### src/rtl/lf_wr_pkg.sv
package lf_wr_pkg;

    typedef enum logic [2:0] {
        ST_IDLE,
        ST_CHARGE,
        ST_GAP,
        ST_MARK,
        ST_PROG
    } wr_state_e;

    localparam int FRAME_BYTES = 14;
    localparam int BYTE_IDX_W  = 4;
    localparam int DATA_BYTES  = 8;

    localparam logic [7:0] HDR_KEY   = 8'hBB;
    localparam logic [7:0] HDR_PASS  = 8'hEB;
    localparam logic [7:0] TRL_LOW   = 8'h00;
    localparam logic [7:0] TRL_HIGH  = 8'h03;

    localparam logic [15:0] CRC_POLY = 16'h1021;
    localparam logic [15:0] CRC_INIT = 16'h0000;

endpackage

### src/rtl/lf_us_tick.sv
module lf_us_tick #(
    parameter int CLK_PER_US = 24
) (
    input  logic clk,
    input  logic rst_n,
    input  logic clr_i,
    output logic tick_o
);
    localparam int PW = (CLK_PER_US > 1) ? $clog2(CLK_PER_US) : 1;
    localparam logic [PW-1:0] LAST = PW'(CLK_PER_US - 1);

    logic [PW-1:0] pre_q;

    assign tick_o = (pre_q == LAST);

    always_ff @(posedge clk) begin
        if (!rst_n || clr_i || tick_o) begin
            pre_q <= '0;
        end else begin
            pre_q <= pre_q + 1'b1;
        end
    end
endmodule

### src/rtl/lf_crc16_calc.sv
module lf_crc16_calc
    import lf_wr_pkg::*;
(
    input  logic [63:0] id_i,
    output logic [15:0] crc_o
);
    always_comb begin
        logic [15:0] acc;
        acc = CRC_INIT;
        for (int k = 0; k < DATA_BYTES; k++) begin
            acc = acc ^ {id_i[8*k +: 8], 8'h00};
            for (int b = 0; b < 8; b++) begin
                if (acc[15]) acc = (acc << 1) ^ CRC_POLY;
                else         acc = acc << 1;
            end
        end
        crc_o = acc;
    end
endmodule

### src/rtl/lf_frame_byte_sel.sv
module lf_frame_byte_sel
    import lf_wr_pkg::*;
(
    input  logic [BYTE_IDX_W-1:0] idx_i,
    input  logic [63:0]           id_i,
    input  logic [15:0]           crc_i,
    output logic [7:0]            byte_o
);
    logic [7:0] frame [FRAME_BYTES];

    assign frame[0] = HDR_KEY;
    assign frame[1] = HDR_PASS;

    for (genvar k = 0; k < DATA_BYTES; k++) begin : g_data
        assign frame[2 + k] = id_i[8*k +: 8];
    end

    assign frame[10] = crc_i[7:0];
    assign frame[11] = crc_i[15:8];
    assign frame[12] = TRL_LOW;
    assign frame[13] = TRL_HIGH;

    always_comb begin
        byte_o = 8'h00;
        for (int k = 0; k < FRAME_BYTES; k++) begin
            if (idx_i == BYTE_IDX_W'(k)) byte_o = frame[k];
        end
    end
endmodule

### src/rtl/lf_field_writer.sv
module lf_field_writer
    import lf_wr_pkg::*;
#(
    parameter int CLK_PER_US  = 24,
    parameter int CHARGE_US   = 50000,
    parameter int SLOT_US     = 2000,
    parameter int ONE_GAP_US  = 1000,
    parameter int ZERO_GAP_US = 300,
    parameter int PROG_US     = 15000
) (
    input  logic        clk,
    input  logic        rst_n,
    input  logic        start_i,
    input  logic [63:0] id_i,
    input  logic [15:0] crc_i,
    input  logic        crc_given_i,
    output logic        field_on_o,
    output logic        busy_o,
    output logic        done_o
);
    localparam int MAX_A  = (CHARGE_US > SLOT_US) ? CHARGE_US : SLOT_US;
    localparam int MAX_US = (MAX_A > PROG_US) ? MAX_A : PROG_US;
    localparam int UW     = $clog2(MAX_US + 1);

    localparam logic [UW-1:0] D_CHARGE = UW'(CHARGE_US);
    localparam logic [UW-1:0] D_GAP1   = UW'(ONE_GAP_US);
    localparam logic [UW-1:0] D_GAP0   = UW'(ZERO_GAP_US);
    localparam logic [UW-1:0] D_MARK1  = UW'(SLOT_US - ONE_GAP_US);
    localparam logic [UW-1:0] D_MARK0  = UW'(SLOT_US - ZERO_GAP_US);
    localparam logic [UW-1:0] D_PROG   = UW'(PROG_US);
    localparam logic [BYTE_IDX_W-1:0] LAST_BYTE = BYTE_IDX_W'(FRAME_BYTES - 1);

    wr_state_e state_q, state_d;

    logic [63:0]           id_q;
    logic [15:0]           crc_q;
    logic [15:0]           crc_calc;
    logic [BYTE_IDX_W-1:0] byte_idx_q;
    logic [2:0]            bit_idx_q;
    logic [UW-1:0]         ucnt_q;
    logic [UW-1:0]         dur;
    logic [7:0]            cur_byte;
    logic                  cur_bit;
    logic                  tick;
    logic                  seg_end;
    logic                  accept;
    logic                  last_bit;
    logic                  done_q;

    lf_us_tick #(.CLK_PER_US(CLK_PER_US)) u_tick (
        .clk    (clk),
        .rst_n  (rst_n),
        .clr_i  (accept),
        .tick_o (tick)
    );

    lf_crc16_calc u_crc (
        .id_i  (id_i),
        .crc_o (crc_calc)
    );

    lf_frame_byte_sel u_sel (
        .idx_i  (byte_idx_q),
        .id_i   (id_q),
        .crc_i  (crc_q),
        .byte_o (cur_byte)
    );

    assign accept   = (state_q == ST_IDLE) && start_i;
    assign cur_bit  = cur_byte[bit_idx_q];
    assign last_bit = (byte_idx_q == LAST_BYTE) && (bit_idx_q == 3'd7);

    always_comb begin
        unique case (state_q)
            ST_CHARGE: dur = D_CHARGE;
            ST_GAP:    dur = cur_bit ? D_GAP1 : D_GAP0;
            ST_MARK:   dur = cur_bit ? D_MARK1 : D_MARK0;
            ST_PROG:   dur = D_PROG;
            default:   dur = D_CHARGE;
        endcase
    end

    assign seg_end = (state_q != ST_IDLE) && tick && (ucnt_q == dur - 1'b1);

    always_comb begin
        state_d = state_q;
        unique case (state_q)
            ST_IDLE:   if (start_i) state_d = ST_CHARGE;
            ST_CHARGE: if (seg_end) state_d = ST_GAP;
            ST_GAP:    if (seg_end) state_d = ST_MARK;
            ST_MARK:   if (seg_end) state_d = last_bit ? ST_PROG : ST_GAP;
            ST_PROG:   if (seg_end) state_d = ST_IDLE;
            default:   state_d = ST_IDLE;
        endcase
    end

    always_ff @(posedge clk) begin
        if (!rst_n) state_q <= ST_IDLE;
        else        state_q <= state_d;
    end

    always_ff @(posedge clk) begin
        if (!rst_n) begin
            id_q       <= '0;
            crc_q      <= '0;
            byte_idx_q <= '0;
            bit_idx_q  <= '0;
            ucnt_q     <= '0;
            done_q     <= 1'b0;
        end else begin
            done_q <= (state_q == ST_PROG) && seg_end;
            if (accept) begin
                id_q       <= id_i;
                crc_q      <= crc_given_i ? crc_i : crc_calc;
                byte_idx_q <= '0;
                bit_idx_q  <= '0;
                ucnt_q     <= '0;
            end else if (seg_end) begin
                ucnt_q <= '0;
                if (state_q == ST_MARK && !last_bit) begin
                    bit_idx_q <= bit_idx_q + 1'b1;
                    if (bit_idx_q == 3'd7) byte_idx_q <= byte_idx_q + 1'b1;
                end
            end else if (tick && state_q != ST_IDLE) begin
                ucnt_q <= ucnt_q + 1'b1;
            end
        end
    end

    always_comb begin
        unique case (state_q)
            ST_CHARGE, ST_MARK, ST_PROG: field_on_o = 1'b1;
            default:                     field_on_o = 1'b0;
        endcase
        busy_o = (state_q != ST_IDLE);
        done_o = done_q;
    end
endmodule

### config.mk
export PLATFORM = sky130hd
export DESIGN_NAME = lf_field_writer
export DESIGN_NICKNAME = d
export VERILOG_FILES = /design/src/rtl/lf_wr_pkg.sv /design/src/rtl/lf_us_tick.sv /design/src/rtl/lf_crc16_calc.sv /design/src/rtl/lf_frame_byte_sel.sv /design/src/rtl/lf_field_writer.sv
export SDC_FILE = /design/constraint.sdc
export NUM_CORES = 1
export LEC_CHECK = 0
export BUFFER_PORTS_ARGS = -buffer_cell sky130_fd_sc_hd__buf_2
export CAP_MARGIN = 5
export CELL_PAD_IN_SITES_DETAIL_PLACEMENT = 1
export CELL_PAD_IN_SITES_GLOBAL_PLACEMENT = 2
export CORE_MARGIN = 8
export CORE_UTILIZATION = 33
export DETAILED_ROUTE_END_ITERATION = 10
export PLACE_DENSITY_LB_ADDON = 0.1
export SLEW_MARGIN = 10
export SYNTH_ARGS = -nofsm -noshare
export SYNTH_HDL_FRONTEND = slang
export SYNTH_SLANG_ARGS = --single-unit
### constraint.sdc
create_clock -name clk -period 4.65 [get_ports clk]
set_input_delay 0.465 -clock clk [delete_from_list [all_inputs] [get_ports clk]]
set_output_delay 0.465 -clock clk [all_outputs]
set_load 0.03 [all_outputs]
==> qor.txt, run 1 <==
Syn_area_per_cell: 8.344 um2
Min-delay src: id_i[51]
Layout cells sized above 1: 0.1994
Fillers: 2883
Area grow syn2layout: 18.37%
# IOs: 87
CTS tree: built
WL final: 26.28 mm
Clk_lat worst skew: 0.37 ns
GRT Residual Overflow: 0
CTS buffer count: 9
TritonRoute pass-1 iters: 4
Sequential-to-total area share from yosys stat: 0.2868
Yosys reg bits: 112
Most common cell after layout, fill and taps aside: nand2_1
Buffers on Ports: 86
Worst Hold Endpoint: id_q[51]$_SDFFE_PN0P_
Die Wd: 169.9 um
Non-Filler Instances: 1352
Post-synth EDFFs: 0
CTS Hold Buffers Added: 0
Clk pin slew, worst setup/hold paths: 0.09 ns
Per-cell routed wire length: 19.43 um
Hold Path Class: primary input to flop
Metal3 WL: 850 um
Die area: 28870 um2
Placed instance count: 1332
Register area: 2245 um2
Antenna diodes: 0
YS warnings: 0
Initial antenna violation count: 0
DRC: 0
Clock Tree Buf Depth: 2
Min Tclk post-route: 4.354 ns
Post-synth top area cell: dfxtp_1
Clk sinks: 112
Crit Path Category: flop to flop
Post-DP HPWL: 20.68 mm
Hold Path Depth: 3
Least-Margin Pin Slew: 0.9364 ns
Initial core utilization: 0.3341
Cell row count: 56
R2R cell count: 21
Root Buffer: clkbuf_16
Placer Congestion: 0.8455
M1 WL: 13.00 mm
Vias/cell: 4.908
Post-Synthesis Cells: 937
Critical Path AT: 4.65 ns
Via Count: 6636
Top post-synthesis cells by area: dfxtp_1, xnor2_1, nand2_1
Iter 0 DRT Violations: 436
Final period utilization: 0.9363
Htree depth: 3
Netlist cell types: 62
Nets: 1121
Die Span Y: 169.9 um
Core Footprint: 23400 um2
Post-synth ARST share: 0
Status: completed
Top layer reached by signal wires: met4
R2R setup slack: 0.30 ns
Clock Skews: 0.01193 ns
Relative slew slack: 0.3757
Most frequent cells in the layout: nand2_1, dfxtp_1, a21oi_1, xnor2_1, buf_2
GRT Util Overall: 0.1838
Met2 wire len: 12.03 mm
Multi-input logic area: 5386 um2
Number of global-route vias before repair: 6890
Setup violations, final: 0
Max Freq: 229.7 MHz
Mapped Nets: 1030
Post-DRT Antenna Nets: 0
Mapped Area: 7819 um2
Reg2reg start: byte_idx_q[0]$_SDFFE_PP0P_
Fin. max-slew vios: 0
Worst EP required: 4.95 ns
Area share of the leading cell type in the synthesized netlist: 0.2868
Final Hold Fails: 0
First-pass GRT wire length: 40.63 mm
CP Launch Type: flop
Ys flop type: dfxtp_1
R2r endpoint: bit_idx_q[0]$_SDFFE_PP0P_
Largest net degree at the start of global routing: 83
Max-cap viol count: 0
Endpoint type of the worst setup path: flop
Critical path fanouts, max: 8
[flip-flops by register name, indices dropped and copies added (netlist names)]
| signal | flops |
|---|---|
| crc_q | 16 |
| u_tick.pre_q | 5 |
| id_q | 64 |
| done_o | 1 |
| state_q | 3 |
| bit_idx_q | 3 |
| ucnt_q | 16 |
| byte_idx_q | 4 |
[kinds of logic after synthesis]
family / share of synthesized area
flops: 0.2868
buf+inv: 0.03760
fa+ha+maj: 0.01440
mux: 0.01840
compound gates: 0.1493
xor+xnor: 0.2978
simple gates: 0.1957
[final cells by class]
class                      count  area share
clock inverter                 7    0.008517
inverter                      14    0.005678
tap                          319     0.04313
sequential                   112      0.2425
timing repair buffer         141     0.09382
clock buffer                   9     0.02433
multi-input combinational    750      0.5820
[timing repair]
action / in CTS / in global routing
setup endpoints to repair: 24 / 27
gates resized for setup: 8 / 21
pin swaps: 0 / 6
buffers inserted: 0 / 4
[critical path, cell delays in order (launching register included)]
cell and delay [ns]:
dfxtp_2 0.36, inv_1 0.17, ha_4 0.21, buf_4 0.17
mux2i_1 0.19, o21ai_0 0.10, nand2b_1 0.11, a31oi_1 0.14
a2111oi_1 0.45, o221ai_2 0.18, a21oi_2 0.20, o21ai_1 0.11
o21a_1 0.18, nor2_1 0.09, ha_1 0.25, xor2_1 0.14
nand2_1 0.08, a2111oi_2 0.28, buf_4 0.17, o211ai_1 0.17
or3_1 0.39, a21oi_1 0.13
[through the flow]
stage	hold slack (ns)	setup TNS (ns)	util	area [um2]	setup WS, ns
floorplan	0.4175	0	-	7819	0.1841
global placement	0.4389	-0.1962	0.3768	8818	-0.09521
CTS	0.3443	0	0.3910	9150	0.02520
global route	0.3534	-0.07807	0.3955	9255	-0.03662
detailed placement	0.4481	-0.2772	0.3768	8818	-0.09412
finish	0.3551	0	0.3955	9255	0.2963
[Yosys cell counts (9+ instances only)]
library cell	count
a21oi_1	106
clkbuf_1	55
dfxtp_1	112
ha_1	9
inv_1	14
mux2i_1	11
nand2_1	200
nand3_1	17
nor2_1	51
nor2b_1	9
nor3_1	10
o211ai_1	13
o21ai_0	34
xnor2_1	93
xnor3_1	21
xor2_1	43
[how the worst max path moves through the flow]
stage | to | depth (start not counted) | slack, ns | start
CTS | bit_idx_q[0]$_SDFFE_PP0P_ | 21 | 0.03 | byte_idx_q[0]$_SDFFE_PP0P_
global placement | state_q[0]$_SDFFE_PN0P_ | 21 | -0.1 | byte_idx_q[1]$_SDFFE_PP0P_
global route | state_q[1]$_SDFFE_PN0P_ | 21 | -0.04 | byte_idx_q[0]$_SDFFE_PP0P_
finish | bit_idx_q[0]$_SDFFE_PP0P_ | 21 | 0.30 | byte_idx_q[0]$_SDFFE_PP0P_
floorplan | ucnt_q[10]$_SDFFE_PP0P_ | 21 | 0.18 | byte_idx_q[0]$_SDFFE_PP0P_
detailed placement | bit_idx_q[0]$_SDFFE_PP0P_ | 21 | -0.09 | byte_idx_q[1]$_SDFFE_PP0P_
[metal layers]
layer	vias to the layer above	global-route usage
met2	89	0.2920
met1	3163	0.2587
met3	21	0.02456
met5	-	0
li1	3363	-
met4	0	0.04691
Power of run 1 is not shown: default switching activity piles up to over one toggle a cycle in this logic, so the estimate is an artifact.
==> run 2, diff against run 1 <==
--- a/config.mk
+++ b/config.mk
@@ -7,12 +7,10 @@
 export LEC_CHECK = 0
 export BUFFER_PORTS_ARGS = -buffer_cell sky130_fd_sc_hd__buf_2
 export CAP_MARGIN = 5
-export CELL_PAD_IN_SITES_DETAIL_PLACEMENT = 1
-export CELL_PAD_IN_SITES_GLOBAL_PLACEMENT = 2
 export CORE_MARGIN = 8
-export CORE_UTILIZATION = 33
+export CORE_UTILIZATION = 45
 export DETAILED_ROUTE_END_ITERATION = 10
-export PLACE_DENSITY_LB_ADDON = 0.1
+export PLACE_DENSITY = 0.66
 export SLEW_MARGIN = 10
 export SYNTH_ARGS = -nofsm -noshare
 export SYNTH_HDL_FRONTEND = slang
==> qor.txt, run 2 (same netlist as run 1, synthesis figures left out) <==
CP Launch Type: flop
Via Count: 6710 (+1.1%)
DRC: 0 (unchanged)
Buffers on Ports: 86 (unchanged)
Htree depth: 3 (unchanged)
Die area: 21850 um2 (-24%)
Placer Congestion: 0.9268 (+9.6%)
Post-DRT Antenna Nets: 0 (unchanged)
Max-cap viol count: 0 (unchanged)
Crit path from: byte_idx_q[0]$_SDFFE_PP0P_
Cell Chain, Critical Path: inv_1 > ha_2 > buf_4 > a211oi_1 > o32ai_1 > o21ai_1 > o2bb2ai_1 > a21oi_1 > o311a_1 > o221ai_2 > o21ai_2 > o21a_1 > nor2_1 > ha_1 > xor2_1 > nand2_1 > a2111oi_4 > buf_4 > and4_1 > a31oi_1 > a2111oi_1
Status: completed
Per-cell routed wire length: 17.54 um (-9.7%)
Worst EP required: 4.89 ns (-0.06 ns)
Largest Register: id_q
Min Tclk post-route: 4.338 ns (-0.01617 ns)
Number of global-route vias before repair: 6422 (-6.8%)
Largest register FFs: 64 (unchanged)
# IOs: 87 (unchanged)
Crit-path max cell delay: 0.36 ns (-0.09 ns)
WL final: 21.79 mm (-17%)
Non-Filler Instances: 1242 (-8.1%)
Antenna diodes: 0 (unchanged)
Largest regs: id_q x64, crc_q x16, ucnt_q x16
GRT Util Overall: 0.1979 (+0.01410)
Most common cell after layout, fill and taps aside: nand2_1
Final Hold Fails: 0 (unchanged)
Cell row count: 48 (-14%)
Placed instance count: 1224 (-8.1%)
CTS buffer count: 9 (unchanged)
Clock Skews: 0.01005 ns (-0.001884 ns)
Clk sinks: 112 (unchanged)
Max Freq: 230.5 MHz (+0.37%)
Reg2reg start: byte_idx_q[0]$_SDFFE_PP0P_
Setup violations, final: 0 (unchanged)
Crit Path Category: flop to flop
Critical path fanouts, max: 9 (+1)
Iter 0 DRT Violations: 490 (+12%)
Min-delay src: id_i[60]
Largest net degree at the start of global routing: 83 (unchanged)
Vias/cell: 5.403 (+10%)
CTS tree: built
Relative slew slack: 0.3974 (+0.02166)
GRT Residual Overflow: 0 (unchanged)
Final period utilization: 0.9328 (-0.003478)
Nets: 1106 (-1.3%)
Most frequent cells in the layout: nand2_1, dfxtp_1, a21oi_1, xnor2_1, buf_2
Critical-path top delay cell: dfxtp_2
Hold Path Class: primary input to flop
TritonRoute pass-1 iters: 5 (+1)
Least-Margin Pin Slew: 0.9039 ns (-0.03249 ns)
Fin. max-slew vios: 0 (unchanged)
Initial core utilization: 0.4568 (+0.1227)
Initial antenna violation count: 0 (unchanged)
Root Buffer: clkbuf_16
Area grow syn2layout: 15.38%
Clk pin slew, worst setup/hold paths: 0.08 ns (about the same)
Post-DP HPWL: 16.70 mm (-19%)
Die Wd: 147.8 um (-13%)
Endpoint type of the worst setup path: flop
First-pass GRT wire length: 34.54 mm (-15%)
Core Footprint: 17120 um2 (-27%)
CP Buf/Inv Count: 3 (unchanged)
Most used cell, CP: buf_4
Critical Path AT: 4.58 ns (-0.07 ns)
CP top delay family: compound AO/OA/AOI/OAI gates
Clk_lat worst skew: 0.35 ns (-0.02 ns)
Layout cells sized above 1: 0.1927 (-0.006695)
Die Span Y: 147.8 um (-13%)
Clock Tree Buf Depth: 2 (unchanged)
[run 2: area by class of cell]
| cell class | count | area [um2] |
|---|---|---|
| clock buffers | 10 | 229.0 |
| well taps | 225 | 281.5 |
| clock inverters | 5 | 65.06 |
| repair buffers | 126 | 743.2 |
| flip-flops and latches | 112 | 2246 |
| multi-input cells | 750 | 5404 |
| inverters | 14 | 52.55 |
| fillers | 1661 | 8095 |
[run 2: per-stage QoR]
stage                     hold slack [ns]  setup TNS (ns)  utilization  setup slack [ns]  instance area, um2
after floorplan                    0.4175               0            -            0.1841                7819
after global placement             0.4310               0       0.5015            0.1188                8583
after detailed placement           0.4448        -0.08962       0.5015          -0.04731                8583
after CTS                          0.3532               0       0.5193           0.04379                8889
after global routing               0.3609        -0.03535       0.5270          -0.02735                9021
final                              0.3678               0       0.5270            0.3125                9021
[run 2: final timing paths]
check                             to  slack, ns  depth (start not counted)
max          state_q[1]$_SDFFE_PN0P_       0.31                         21
min            id_q[60]$_SDFFE_PN0P_       0.37                          3
max reg2reg  state_q[1]$_SDFFE_PN0P_       0.31                         21
min reg2reg    id_q[44]$_SDFFE_PN0P_       0.45                          2
[run 2: what timing repair did]
item | 4_1_cts | 5_1_grt
endpoints found under the setup margin | 5 | 27
buffers inserted | 0 | 3
gates resized for setup | 3 | 29
pin swaps | 0 | 4
hold buffers | 0 | 0
[run 2: routing by layer]
metal,up-vias,GRT usage,part of all wire
li1,3348,-,-
met1,3163,0.2708,0.47
met2,162,0.3154,0.46
met3,37,0.02599,0.042
met4,0,0.06680,0.023
met5,-,0,0
[run 2: tightest hold or removal path, stage by stage]
cell and delay, ns:
buf_2 0.11, nand2_1 0.05, a21oi_1 0.05
Power of run 2 is left out for the same reason.
